`config.mk`:
```
export PLATFORM = sky130hd
export DESIGN_NAME = hiz_guard
export DESIGN_NICKNAME = d
export VERILOG_FILES = /design/src/rtl/hiz_pkg.sv /design/src/rtl/hiz_fault_capture.sv /design/src/rtl/hiz_regs.sv /design/src/rtl/hiz_gate.sv /design/src/rtl/hiz_guard.sv
export SDC_FILE = /design/constraint.sdc
export NUM_CORES = 1
export LEC_CHECK = 0
export CORE_MARGIN = 8
export CORE_UTILIZATION = 42
export CTS_CLUSTER_DIAMETER = 100
export DETAILED_ROUTE_END_ITERATION = 6
export PLACE_DENSITY_LB_ADDON = 0.1
export REMOVE_ABC_BUFFERS = 1
export SLEW_MARGIN = 0
export SYNTH_ARGS = -nofsm -noshare
export SYNTH_HDL_FRONTEND = slang
export SYNTH_SLANG_ARGS = --single-unit
```
`constraint.sdc`:
```
create_clock -name clk -period 1.5 [get_ports clk]
set_input_delay 0.15 -clock clk [delete_from_list [all_inputs] [get_ports clk]]
set_output_delay 0.15 -clock clk [all_outputs]
set_load 0.01 [all_outputs]
```
`src/rtl/hiz_pkg.sv`:
```
package hiz_pkg;
  localparam int N_FLT = 4;
  localparam int FLT_A = 0;
  localparam int FLT_B = 1;
  localparam int FLT_C = 2;
  localparam int FLT_D = 3;

  localparam logic [1:0] ADDR_CTRL = 2'd0;
  localparam logic [1:0] ADDR_CH0  = 2'd1;
  localparam logic [1:0] ADDR_FLAG = 2'd2;

  typedef enum logic [1:0] {
    FN_GPIO    = 2'b00,
    FN_TIMER   = 2'b01,
    FN_OTHER_A = 2'b10,
    FN_OTHER_B = 2'b11
  } pin_fn_e;

  // only pads driven as general I/O or timer output accept the override
  function automatic logic fn_overridable(input logic [1:0] code);
    return (code == FN_GPIO) || (code == FN_TIMER);
  endfunction
endpackage

```
`src/rtl/hiz_fault_capture.sv`:
```
module hiz_fault_capture
  import hiz_pkg::*;
#(
  parameter int SYNC_STAGES = 2,
  parameter bit HAS_SRC_C   = 1'b1
) (
  input  logic             clk,
  input  logic             rst,
  input  logic [N_FLT-1:0] fault_n,
  input  logic [N_FLT-1:0] clr_mask,
  output logic [N_FLT-1:0] flags_q,
  output logic [N_FLT-1:0] flags_d,
  output logic [N_FLT-1:0] edge_seen
);
  localparam int LAST = SYNC_STAGES - 1;

  for (genvar i = 0; i < N_FLT; i++) begin : g_src
    if (i == FLT_C && !HAS_SRC_C) begin : g_absent
      assign flags_q[i]   = 1'b0;
      assign flags_d[i]   = 1'b0;
      assign edge_seen[i] = 1'b0;
    end else begin : g_present
      logic [SYNC_STAGES-1:0] sync_r;
      logic                   prev_r;
      logic                   flag_r;
      logic                   fall;
      logic                   nxt;

      assign fall = prev_r & ~sync_r[LAST];
      // a fresh edge beats a clear in the same cycle
      assign nxt  = (flag_r & ~clr_mask[i]) | fall;

      always_ff @(posedge clk) begin
        if (rst) begin
          sync_r <= '1;
          prev_r <= 1'b1;
          flag_r <= 1'b0;
        end else begin
          sync_r <= {sync_r[LAST-1:0], fault_n[i]};
          prev_r <= sync_r[LAST];
          flag_r <= nxt;
        end
      end

      assign flags_q[i]   = flag_r;
      assign flags_d[i]   = nxt;
      assign edge_seen[i] = fall;
    end
  end
endmodule

```
`src/rtl/hiz_regs.sv`:
```
module hiz_regs
  import hiz_pkg::*;
#(
  parameter int N_PAIRS = 3,
  parameter int N_CH0   = 4,
  localparam int CTRL_W = N_PAIRS + 4,
  localparam int REG_W  = (CTRL_W > N_CH0) ? CTRL_W : N_CH0
) (
  input  logic              clk,
  input  logic              rst,
  input  logic              bus_wr,
  input  logic              bus_rd,
  input  logic [1:0]        bus_addr,
  input  logic [REG_W-1:0]  bus_wdata,
  input  logic [N_FLT-1:0]  flags_q,
  output logic [CTRL_W-1:0] ctrl_q,
  output logic [CTRL_W-1:0] ctrl_d,
  output logic [N_CH0-1:0]  ch0_q,
  output logic [N_CH0-1:0]  ch0_d,
  output logic [N_FLT-1:0]  clr_mask,
  output logic [N_FLT-1:0]  armed_q,
  output logic [REG_W-1:0]  bus_rdata
);
  logic             wr_ctrl, wr_ch0, wr_flag, rd_flag;
  logic [N_FLT-1:0] armed_d;
  logic [REG_W-1:0] rd_mux;

  assign wr_ctrl = bus_wr && (bus_addr == ADDR_CTRL);
  assign wr_ch0  = bus_wr && (bus_addr == ADDR_CH0);
  assign wr_flag = bus_wr && (bus_addr == ADDR_FLAG);
  assign rd_flag = bus_rd && (bus_addr == ADDR_FLAG);

  assign ctrl_d   = wr_ctrl ? bus_wdata[CTRL_W-1:0] : ctrl_q;
  assign ch0_d    = wr_ch0  ? bus_wdata[N_CH0-1:0]  : ch0_q;
  // a zero clears only a bit that software has already seen set
  assign clr_mask = wr_flag ? (~bus_wdata[N_FLT-1:0] & armed_q) : '0;
  assign armed_d  = (armed_q & ~clr_mask) | (rd_flag ? flags_q : '0);

  always_comb begin
    case (bus_addr)
      ADDR_CTRL: rd_mux = REG_W'(ctrl_q);
      ADDR_CH0:  rd_mux = REG_W'(ch0_q);
      ADDR_FLAG: rd_mux = REG_W'(flags_q);
      default:   rd_mux = '0;
    endcase
  end

  always_ff @(posedge clk) begin
    if (rst) begin
      ctrl_q    <= '0;
      ch0_q     <= '0;
      armed_q   <= '0;
      bus_rdata <= '0;
    end else begin
      ctrl_q  <= ctrl_d;
      ch0_q   <= ch0_d;
      armed_q <= armed_d;
      if (bus_rd) bus_rdata <= rd_mux;
    end
  end
endmodule

```
`src/rtl/hiz_gate.sv`:
```
module hiz_gate
  import hiz_pkg::*;
#(
  parameter int N_PAIRS = 3,
  parameter int N_CH0   = 4,
  localparam int CTRL_W = N_PAIRS + 4,
  localparam int N_PINS = 2 * N_PAIRS + N_CH0
) (
  input  logic [N_FLT-1:0]     flags,
  input  logic [CTRL_W-1:0]    ctrl,
  input  logic [N_CH0-1:0]     ch0_en,
  input  logic                 cmp_fault,
  input  logic [2*N_PINS-1:0]  pin_sel,
  output logic [2*N_PAIRS-1:0] pair_hiz,
  output logic [N_CH0-1:0]     ch0_hiz
);
  localparam int CB_CMP = N_PAIRS;
  localparam int CB_SWP = N_PAIRS + 1;
  localparam int CB_SWC = N_PAIRS + 2;
  localparam int CB_DEN = N_PAIRS + 3;

  logic pair_cause, ch0_cause;

  assign pair_cause = flags[FLT_A] | flags[FLT_B] | flags[FLT_C]
                    | (cmp_fault & ctrl[CB_CMP]) | ctrl[CB_SWP];
  assign ch0_cause  = (flags[FLT_D] & ctrl[CB_DEN]) | ctrl[CB_SWC];

  for (genvar k = 0; k < N_PAIRS; k++) begin : g_pair
    for (genvar s = 0; s < 2; s++) begin : g_side
      localparam int P = 2 * k + s;
      assign pair_hiz[P] = ctrl[k] & pair_cause & fn_overridable(pin_sel[2*P +: 2]);
    end
  end

  for (genvar j = 0; j < N_CH0; j++) begin : g_ch0
    localparam int P = 2 * N_PAIRS + j;
    assign ch0_hiz[j] = ch0_en[j] & ch0_cause & fn_overridable(pin_sel[2*P +: 2]);
  end
endmodule

```
`src/rtl/hiz_guard.sv`:
```
module hiz_guard
  import hiz_pkg::*;
#(
  parameter int N_PAIRS     = 3,
  parameter int N_CH0       = 4,
  parameter int SYNC_STAGES = 2,
  parameter bit HAS_SRC_C   = 1'b1,
  localparam int CTRL_W = N_PAIRS + 4,
  localparam int REG_W  = (CTRL_W > N_CH0) ? CTRL_W : N_CH0,
  localparam int N_PINS = 2 * N_PAIRS + N_CH0
) (
  input  logic                 clk,
  input  logic                 rst,
  input  logic [N_FLT-1:0]     fault_n,
  input  logic                 cmp_fault,
  input  logic [2*N_PINS-1:0]  pin_sel,
  input  logic                 bus_wr,
  input  logic                 bus_rd,
  input  logic [1:0]           bus_addr,
  input  logic [REG_W-1:0]     bus_wdata,
  output logic [REG_W-1:0]     bus_rdata,
  output logic [2*N_PAIRS-1:0] hiz_pair,
  output logic [N_CH0-1:0]     hiz_ch0
);
  logic [N_FLT-1:0]     flags_q, flags_d, edge_seen, clr_mask, armed_q;
  logic [CTRL_W-1:0]    ctrl_q, ctrl_d;
  logic [N_CH0-1:0]     ch0_q, ch0_d;
  logic [2*N_PAIRS-1:0] pair_hiz_c;
  logic [N_CH0-1:0]     ch0_hiz_c;

  hiz_fault_capture #(.SYNC_STAGES(SYNC_STAGES), .HAS_SRC_C(HAS_SRC_C)) u_cap (
    .clk(clk), .rst(rst), .fault_n(fault_n), .clr_mask(clr_mask),
    .flags_q(flags_q), .flags_d(flags_d), .edge_seen(edge_seen)
  );

  hiz_regs #(.N_PAIRS(N_PAIRS), .N_CH0(N_CH0)) u_regs (
    .clk(clk), .rst(rst), .bus_wr(bus_wr), .bus_rd(bus_rd), .bus_addr(bus_addr),
    .bus_wdata(bus_wdata), .flags_q(flags_q), .ctrl_q(ctrl_q), .ctrl_d(ctrl_d),
    .ch0_q(ch0_q), .ch0_d(ch0_d), .clr_mask(clr_mask), .armed_q(armed_q),
    .bus_rdata(bus_rdata)
  );

  // the gate sees next-state values so the output flop lands with the flag
  hiz_gate #(.N_PAIRS(N_PAIRS), .N_CH0(N_CH0)) u_gate (
    .flags(flags_d), .ctrl(ctrl_d), .ch0_en(ch0_d), .cmp_fault(cmp_fault),
    .pin_sel(pin_sel), .pair_hiz(pair_hiz_c), .ch0_hiz(ch0_hiz_c)
  );

  always_ff @(posedge clk) begin
    if (rst) begin
      hiz_pair <= '0;
      hiz_ch0  <= '0;
    end else begin
      hiz_pair <= pair_hiz_c;
      hiz_ch0  <= ch0_hiz_c;
    end
  end
endmodule

```
Word-level counts from Yosys, hierarchy flattened. Index checks and enable logic that the tools add are counted.

Div/mod/pow operators: 0. Multiplexer cells: 5. Eq/ne operators: 12. Add/subtract/negate cells: 0. $mul: 0. Reduce and logical (&&, ||, !) cells: 25. Order comparisons: 0. Bitwise logic cells: 49. Shift-type cells: 0.

Operators by type and width (count): $and 1x1->1 (27); $eq 2x1->1 const B (11); $logic_not 2->1 (11); $pmux 7 s3 (1); $mux 4 (3); $logic_or 1x1->1 (10); $or 1x1->1 (9); $and 4x4->4 (2); $not 1->1 (8); $not 4->4 (2); $mux 7 (1); $logic_and 1x1->1 (4); $or 4x4->4 (1); $eq 2x2->1 const B (1).

Output and inout bits: 17. Register bits after elaboration: 48. Bits in writable memories: 0. Memory bits (read-only): 0. Memories kept: 0. Input bits: 38. Latch bits: 0. Logic and storage cells: 109.

Longest topological paths before layout. Gate-level depths: netlist of run 1.

Depth after elaboration: 12. Depth in mapped cells: 6. Depth with buffers taken out: 4.

Cells and area by module. A second synthesis of run 1 with hierarchy kept.

Cell total of the unflattened synthesis: 200. Area total of the unflattened synthesis: 1979.4 um^2.

By module, submodules not included: hiz_regs (seq. area each 440.4 um^2, area each 992.2 um^2, cells an instance 100, times used 1); hiz_fault_capture (seq. area each 320.3 um^2, area each 596.8 um^2, cells an instance 61, times used 1); hiz_guard (seq. area each 200.2 um^2, area each 262.8 um^2, cells an instance 20, times used 1); hiz_gate (seq. area each 0.0 um^2, area each 127.6 um^2, cells an instance 19, times used 1).

Least setup slack after synthesis of run 1. OpenSTA, ideal clock, no wires.

Kind: input to register. From: input port bus_addr[0]. To: register hiz_pair[0]. Path buffers: 2. Stages: 6. Arrival time: 1.368 ns. Setup slack: -0.006 ns. Setup time: 0.139 ns. Data required time: 1.361 ns. Path through: buf_6 > nor3b_2 > buf_6 > mux2_2 > nor4b_4 > a211oi_1.

Word-level cells in the longest chain between the ends: 12. Elaborated cells on any way between the ends: 22. Classes of those cells: eq/ne: 1; mux: 2; bitwise: 16; reduce/logical: 3.

Ends and longest elaborated chain: start, declared (line hiz_guard.sv:19) `input logic [1:0] bus_addr,`; $eq 2x2->1 (line hiz_regs.sv:30) `assign wr_flag = bus_wr && (bus_addr == ADDR_FLAG);`; $logic_and 1x1->1 (line hiz_regs.sv:30); $mux 4 (line hiz_regs.sv:36) `assign clr_mask = wr_flag ? (~bus_wdata[N_FLT-1:0] & armed_q) : '0;`; $not 1->1 (line hiz_fault_capture.sv:31) `assign nxt = (flag_r & ~clr_mask[i]) | fall;`; $and 1x1->1 (line hiz_fault_capture.sv:31); $or 1x1->1 (line hiz_fault_capture.sv:31); $or 1x1->1 (2 in a row) (line hiz_gate.sv:24) `assign pair_cause = flags[FLT_A] | flags[FLT_B] | flags[FLT_C]`; $or 1x1->1 (2 in a row) (line hiz_gate.sv:25) `| (cmp_fault & ctrl[CB_CMP]) | ctrl[CB_SWP];`; $and 1x1->1 * (2 in a row) (line hiz_gate.sv:31) `assign pair_hiz[P] = ctrl[k] & pair_cause & fn_overridable(pin_sel[2*P +: 2]);`; end signal, assigned (line hiz_guard.sv:54) `hiz_pair <= pair_hiz_c;`; end, declared (line hiz_guard.sv:22) `output logic [2*N_PAIRS-1:0] hiz_pair,`.

Mark *: on every way between the ends. The rest lies on a longest branch, timed or not. A chain may end at the register's enable or synchronous reset.

Worst setup path in the final report of run 1.
From: register u_cap.g_src[2].g_present.flag_r. To: register hiz_pair[1].

Word-level cells in the longest chain between the ends: 7.

Ends and longest elaborated chain: start, declared (line hiz_fault_capture.sv:25) `logic flag_r;`; start signal, assigned (line hiz_fault_capture.sv:41) `flag_r <= nxt;`; $and 1x1->1 (line hiz_fault_capture.sv:31); $or 1x1->1 (line hiz_fault_capture.sv:31); $or 1x1->1 (line hiz_gate.sv:24); $or 1x1->1 (2 in a row) (line hiz_gate.sv:25); $and 1x1->1 (2 in a row) (line hiz_gate.sv:31).

No other way between the ends.

==> impl_results.md, run 1 <==
- Status: finished, final reports clean
- RR Startpoint: u_cap.g_src[2].g_present.flag_r
- Worst Path Max Fanout: 6
- Layout Utilization: 61.0%
- Reg2Reg Capture Point: hiz_pair[1]
- Post-synth EDFFs: 0
- Synth warn: 0
- Maxcap violations: 0
- Layout cells sized above 1: 24.1%
- Area of the multi-input gates: 868 um2
- Register area: 962 um2
- DP Cell Count: roughly 280
- TNS Setup: 0 ps
- Final cycle utilization of the critical path: a little over nine tenths
- Clock buffer depth: 2
- First-pass GRT wire length: between 7000 and 8000 um
- Die W: roughly 82 um
- Port bufs: 44
- Register-to-Register Path Depth: 5
- Final Non-Filler Cells: approximately 290
- Mapped Area: 1840 um2
- Detailed router's first-iteration violation count: 85
- Synth area leaders: dfxtp_1 52%, mux2i_1 7.1%, a211oi_1 4.1%
- Crit path DAT: between 1500 and 2000 ps
- Crit start category: flop
- Vias in the first global route: around 1,500
- Commonest non-fill, non-tap cell in the layout: dfxtp_1
- Routed WL: approximately 4500 um
- Number of H-tree levels: 2
- Worst hold path class: primary input to flop
- Fin. max-slew vios: 0
- P&R area growth vs syn: 42.0%
- Clk_lat worst skew: 300 ps
- Flip-flop and latch count after synthesis: 48
- Fmax: between 0.7 and 0.8 GHz
- R2r setup slk: just over 70 ps
- Count of final setup violators: 0
- Multiplexer share of the synthesized area: approximately 8.3%
- Gr usage total: between 10 and 15%
- Internal Pwr Total: about 1.9 mW
- Worst Path Required: between 1500 and 2000 ps
- Pleak: about 1 nW
- Post-layout min period: around 1400 ps
- Synth async-reset ratio: 0%
- Total gr overflow: 0
- Post-DP HPWL: 3400 um
- Hold Path End: u_regs.ch0_q[2]
- Io pins: 55
- Synth Area in Adders: 0%
- Largest net degree at the start of global routing: 31
- Sequential area share after synthesis: between 50% and 60%
- Kind of critical path: flop to flop
- DR vias/cell: between 5 and 6
- Hold WS: 325 ps
- Worst slew pin tran: approximately 450 ps
- Die area: slightly below 7000 um2
- # diodes: 0
- Fillcell total: between 300 and 400
- Part of the power in registers: 53.8%
- Routed len/inst: 15.4 um
- Met3 wire length: between 300 and 400 um
- Clock transition at the registers of the reported paths: roughly 90 ps
- CTS tree: yes
- Area leader, netlist: dfxtp_1
- Combinational share of power: between 10% and 20%
- Hold wc startpoint: bus_wdata[2]
- Metal2 WL: between 2000 and 2500 um
- Clock root buffer: clkbuf_8
- CP endpoint kind: flop
- Routed metal-1 wire length: between 2000 and 2500 um
- Initial antenna violation count: 0
- Top Layer Used: met4
- Pwr Density: 954 nW/um2
- Vias: 1,467
- TritonRoute pass-1 iters: 4
- Clock sinks: 48
- Cts bufs inserted: 5
- Ys flop type: dfxtp_1
- DRC violations left: 0
- Unique cell type count in the Yosys netlist: 30
- Switching Share: roughly a quarter
- Skew final: roughly 7.9 ps
- Die span in y: a little over 80 um
- Most frequent cells in the layout: 47 x dfxtp_1, 40 x clkdlybuf4s50_1, 19 x nor2_1, 16 x buf_4, 13 x mux2i_1
- Clock share of power: about a third
- Synth top area share: a little over half
- Hold Buf Count CTS: 0
- Slew headroom: between 60 and 70%
- Largest family of logic cells by synthesized area: simple AND/OR/NAND/NOR gates
- Switch Pwr: between 0.5 and 0.6 mW
- ANT nets after route: 0
- # nets final: between 200 and 300
- Compound-Gate Fraction of Synth Area: 15.6%
- Hold Vio Cnt, Final: 0
- Initial Util: between 40% and 50%
- Post-synthesis xor/xnor area fraction: 0%
- Simple-gate share of the synthesized area: roughly 20%
- Gpl congestion: between 0.8 and 0.9
- Core area: roughly 4300 um2
- Cells after Synth: approximately 170
- Hold Crit Depth: 4
- Row cnt: 24
- VDD IR-drop max: approximately 0.57 mV
- Syn avg cell area: about 11 um2
==> state kept, by name, indices dropped and copies added, names as in the netlist <==
register and flops:
u_regs.armed_q 4, u_regs.ch0_q 4, hiz_pair 6, u_regs.ctrl_q 7, hiz_ch0 4, u_cap.g_src.g_present.prev_r 4
u_regs.bus_rdata 7, u_cap.g_src.g_present.sync_r 8, u_cap.g_src.g_present.flag_r 4
==> worst max-delay path by stage <==
stage	startpoint	end	slack [ps]	cells past startpoint
floorplan	bus_addr[0]	hiz_pair[0]	-90	4
CTS	bus_wdata[2]	hiz_pair[1]	20	6
finish	u_cap.g_src[2].g_present.flag_r	hiz_pair[1]	70	5
detailed placement	bus_addr[1]	hiz_pair[4]	-520	6
global placement	bus_addr[1]	hiz_pair[4]	-450	6
global route	u_cap.g_src[2].g_present.flag_r	hiz_pair[5]	-10	5
==> worst max-delay path, cell delays in order, from the launching register on <==
cell	delay (ps)
dfxtp_2	340
nor2b_1	130
a221o_1	300
nor4b_4	280
buf_4	190
a211oi_1	70
==> stage by stage <==
step / cell area [um2] / worst slack (ps) / power, mW
final: 2620 / 72.5 / 2.50
after global routing: 2620 / -12.4 / 2.62
after CTS: 2590 / 19.6 / 2.50
after detailed placement: 2440 / -516 / 1.71
after global placement: 2440 / -450 / 1.70
after floorplan: 1790 / -86.1 / 1.51
==> routing by layer <==
layer  track usage (%)  vias up
li1                  -      727
met1              18.0      697
met2              21.8       36
met3              3.90        7
met4              5.26        0
met5                 0        -
==> power groups by stage <==
stage | registers [mW] | logic (mW) | clock network (mW)
floorplan | 1.37 | 0.134 | 0
finish | 1.34 | 0.369 | 0.787
global placement | 1.37 | 0.330 | 0
detailed placement | 1.37 | 0.334 | 0
global route | 1.35 | 0.397 | 0.872
CTS | 1.34 | 0.358 | 0.796
==> area by class of cell <==
class | count | area share [%]
Clock buffer | 8 | 3.44
Inverter | 6 | 0.860
Timing Repair Buffer | 64 | 23.3
Sequential cell | 48 | 36.7
Tap cell | 52 | 2.48
Multi-Input combinational cell | 111 | 33.2
==> kinds of logic after synthesis <==
logic type             after synthesis
buffers and inverters               14
AOI/OAI and AO/OA                   35
and+or+nand+nor                     61
muxes                               15
DFF                                 48
==> synthesized netlist by cell type, drive strengths merged (2+ instances only) <==
library cell and instances:
inv 6, nand2b 5, or2 15, a211oi 10, nor2 19, buf 4, mux2 2, dfxtp 48
nand3 3, a21oi 11, nand2 5, a2111oi 4, o21ai 4, clkbuf 4, nor2b 8, mux2i 13
==> timing repair <==
action,CTS,global route
resized for setup,11,9
pin swaps,4,3
setup buffers,2,0
setup endpoints to repair,10,9
Power figures use the tool's default switching activity.
==> run 2: changes to the inputs <==
Clock period 1.5 ns to 1.3 ns, I/O delays scaled along.
==> run 2 against run 1 <==
Effect of this change: the flow now finishes with violations (negative setup slack); critical endpoint is now hiz_pair[0]; highest routed layer unchanged; largest power group unchanged; largest cell class unchanged; power up 22%; hold slack lost 15 ps; cell count increased by 1.7%; first-iteration DRC count fell by 34%.
==> impl_results.md, run 2 (synthesized netlist as in run 1, its figures left out) <==
- Clock transition at the registers of the reported paths: ~90 ps
- Worst Path Max Fanout: 6
- R2r setup slk: -50 ps
- Pwr Density: 1140 nW/um2
- Top flop regs: u_cap.g_src.g_present.sync_r (8), u_regs.bus_rdata (7), u_regs.ctrl_q (7)
- Gpl congestion: between 0.8 and 0.9
- RR Startpoint: u_regs.armed_q[1]
- Detailed router's first-iteration violation count: 56
- Fmax: 0.742 GHz
- CP endpoint kind: flop
- Clk_lat worst skew: 310 ps
- Reg2Reg Capture Point: hiz_pair[0]
- Final worst-path setup slack: -47.5 ps
- P&R area growth vs syn: 45.9%
- Commonest non-fill, non-tap cell in the layout: dfxtp_1
- Skew final: around 12 ps
- Most frequent cells in the layout: 45 x dfxtp_1, 23 x clkdlybuf4s50_1, 21 x buf_4, 19 x nor2_1
- Worst slew pin tran: ~360 ps
- Die span in y: 82.3 um
- CP max-delay cell: or3b_4
- Post-DP HPWL: around 3400 um
- Routed WL: approximately 4500 um
- Die W: around 82 um
- DR vias/cell: just under 5
- Crit start category: flop
- CP cell instances: or3b_4, a221oi_4, buf_4, a211oi_1
- Count of final setup violators: 6
- # diodes: 0
- Clock root buffer: clkbuf_8
- Fin. max-slew vios: 0
- Fillcell total: about 350
- Kind of critical path: flop to flop
- Maxcap violations: 0
- Layout Utilization: 62.6%
- Failing checks: negative setup slack
- Worst Path Required: ~1500 ps
- Crit path DAT: 1550 ps
- Layout cells sized above 1: 28.9%
- Initial Util: 42.9%
- Worst hold path class: primary input to flop
- Row cnt: 24
- Total power: slightly above 3 mW
- Clock sinks: 48
- ANT nets after route: 0
- Gr usage total: about 14%
- Total gr overflow: 0
- Largest Register: u_cap.g_src.g_present.sync_r
- Final cycle utilization of the critical path: 104%
- DRC violations left: 0
- First-pass GRT wire length: just over 7000 um
- Vias in the first global route: 1,432
- Io pins: between 50 and 60
- Status: complete, but fails checks
- Crit path launch: u_regs.armed_q[1]
- CTS tree: yes
- Crit-path max cell delay: approximately 400 ps
- Register area: 965 um2
- Vias: between 1,000 and 1,500
- Hold Buf Count CTS: 0
- Number of H-tree levels: 2
- Unrepaired setup endpoints after global routing: true
- Register-to-Register Path Depth: 4
- Slew headroom: around 76%
- Post-layout min period: around 1300 ps
- Pleak: roughly 1.2 nW
- Crit path to: hiz_pair[0]
- Core area: around 4300 um2
- VDD IR-drop max: approximately 0.75 mV
- TNS Setup: -257 ps
- Largest register FFs: 8
- Cts bufs inserted: 5
- Clock buffer depth: 2
- Routed len/inst: between 15 and 20 um
- Initial antenna violation count: 0
- # nets final: roughly 280
- TritonRoute pass-1 iters: 4
- Hold Vio Cnt, Final: 0
- Port bufs: 44
- Area of the multi-input gates: around 890 um2
- Largest net degree at the start of global routing: 26
- Die area: slightly below 7000 um2
## run 2: final cells by class
type,instances,share of cell area (%)
timing repair buffer,69,23.6
tap,52,2.42
sequential,48,35.9
clock buffer,6,2.70
clock inverter,2,1.30
inverter,6,0.837
multi-input combinational,111,33.3
## run 2: critical path, delay by kind of cell, from the launching register on
| family | cells | cell delay [ps] |
|---|---|---|
| simple gates | 1 | 400 |
| flops | 1 | 330 |
| compound gates | 2 | 330 |
| buf+inv | 1 | 190 |
## run 2: metrics by stage
step | std cells | area, um2 | worst slack (ps) | hold WS (ps)
after floorplan | 165 | 1790 | -266 | 199
after global placement | 282 | 2450 | -636 | 395
after detailed placement | 282 | 2450 | -719 | 397
after CTS | 293 | 2650 | -90.5 | 301
after global routing | 294 | 2690 | -92.7 | 342
final | 294 | 2690 | -47.5 | 311
## run 2: what timing repair did
item	in CTS	in global routing
endpoints found under the hold margin	0	0
setup buffers	3	1
resized for setup	32	19
endpoints found under the setup margin	29	18
pin swaps	10	4
## run 2: worst min-delay path by stage
stage                                             from                                 end  slack, ps  cells past startpoint
floorplan                                  pin_sel[13]                          hiz_ch0[0]        200                      1
global placement    u_cap.g_src[0].g_present.sync_r[0]  u_cap.g_src[0].g_present.sync_r[1]        400                      1
detailed placement  u_cap.g_src[1].g_present.sync_r[0]  u_cap.g_src[1].g_present.sync_r[1]        400                      1
CTS                                        bus_addr[0]                   u_regs.armed_q[2]        300                      4
global route                               bus_addr[0]                   u_regs.armed_q[2]        340                      4
finish                                     bus_addr[0]                   u_regs.armed_q[2]        310                      4
## run 2: metal layers
layer  global-route usage (%)  up-vias  routed length [um]  share of wire (%)
li1                         -      733                   -                  -
met1                     18.9      676                2160                 48
met2                     20.7       34                1990                 44
met3                     4.33        5                 290                6.4
met4                     4.74        0                  54                1.2
met5                        0        -                   0                  0
## run 2: report_power, final
group	switching, mW	internal [mW]
Sequential	0.0254	1.52
Combinational	0.194	0.246
Clock	0.495	0.571
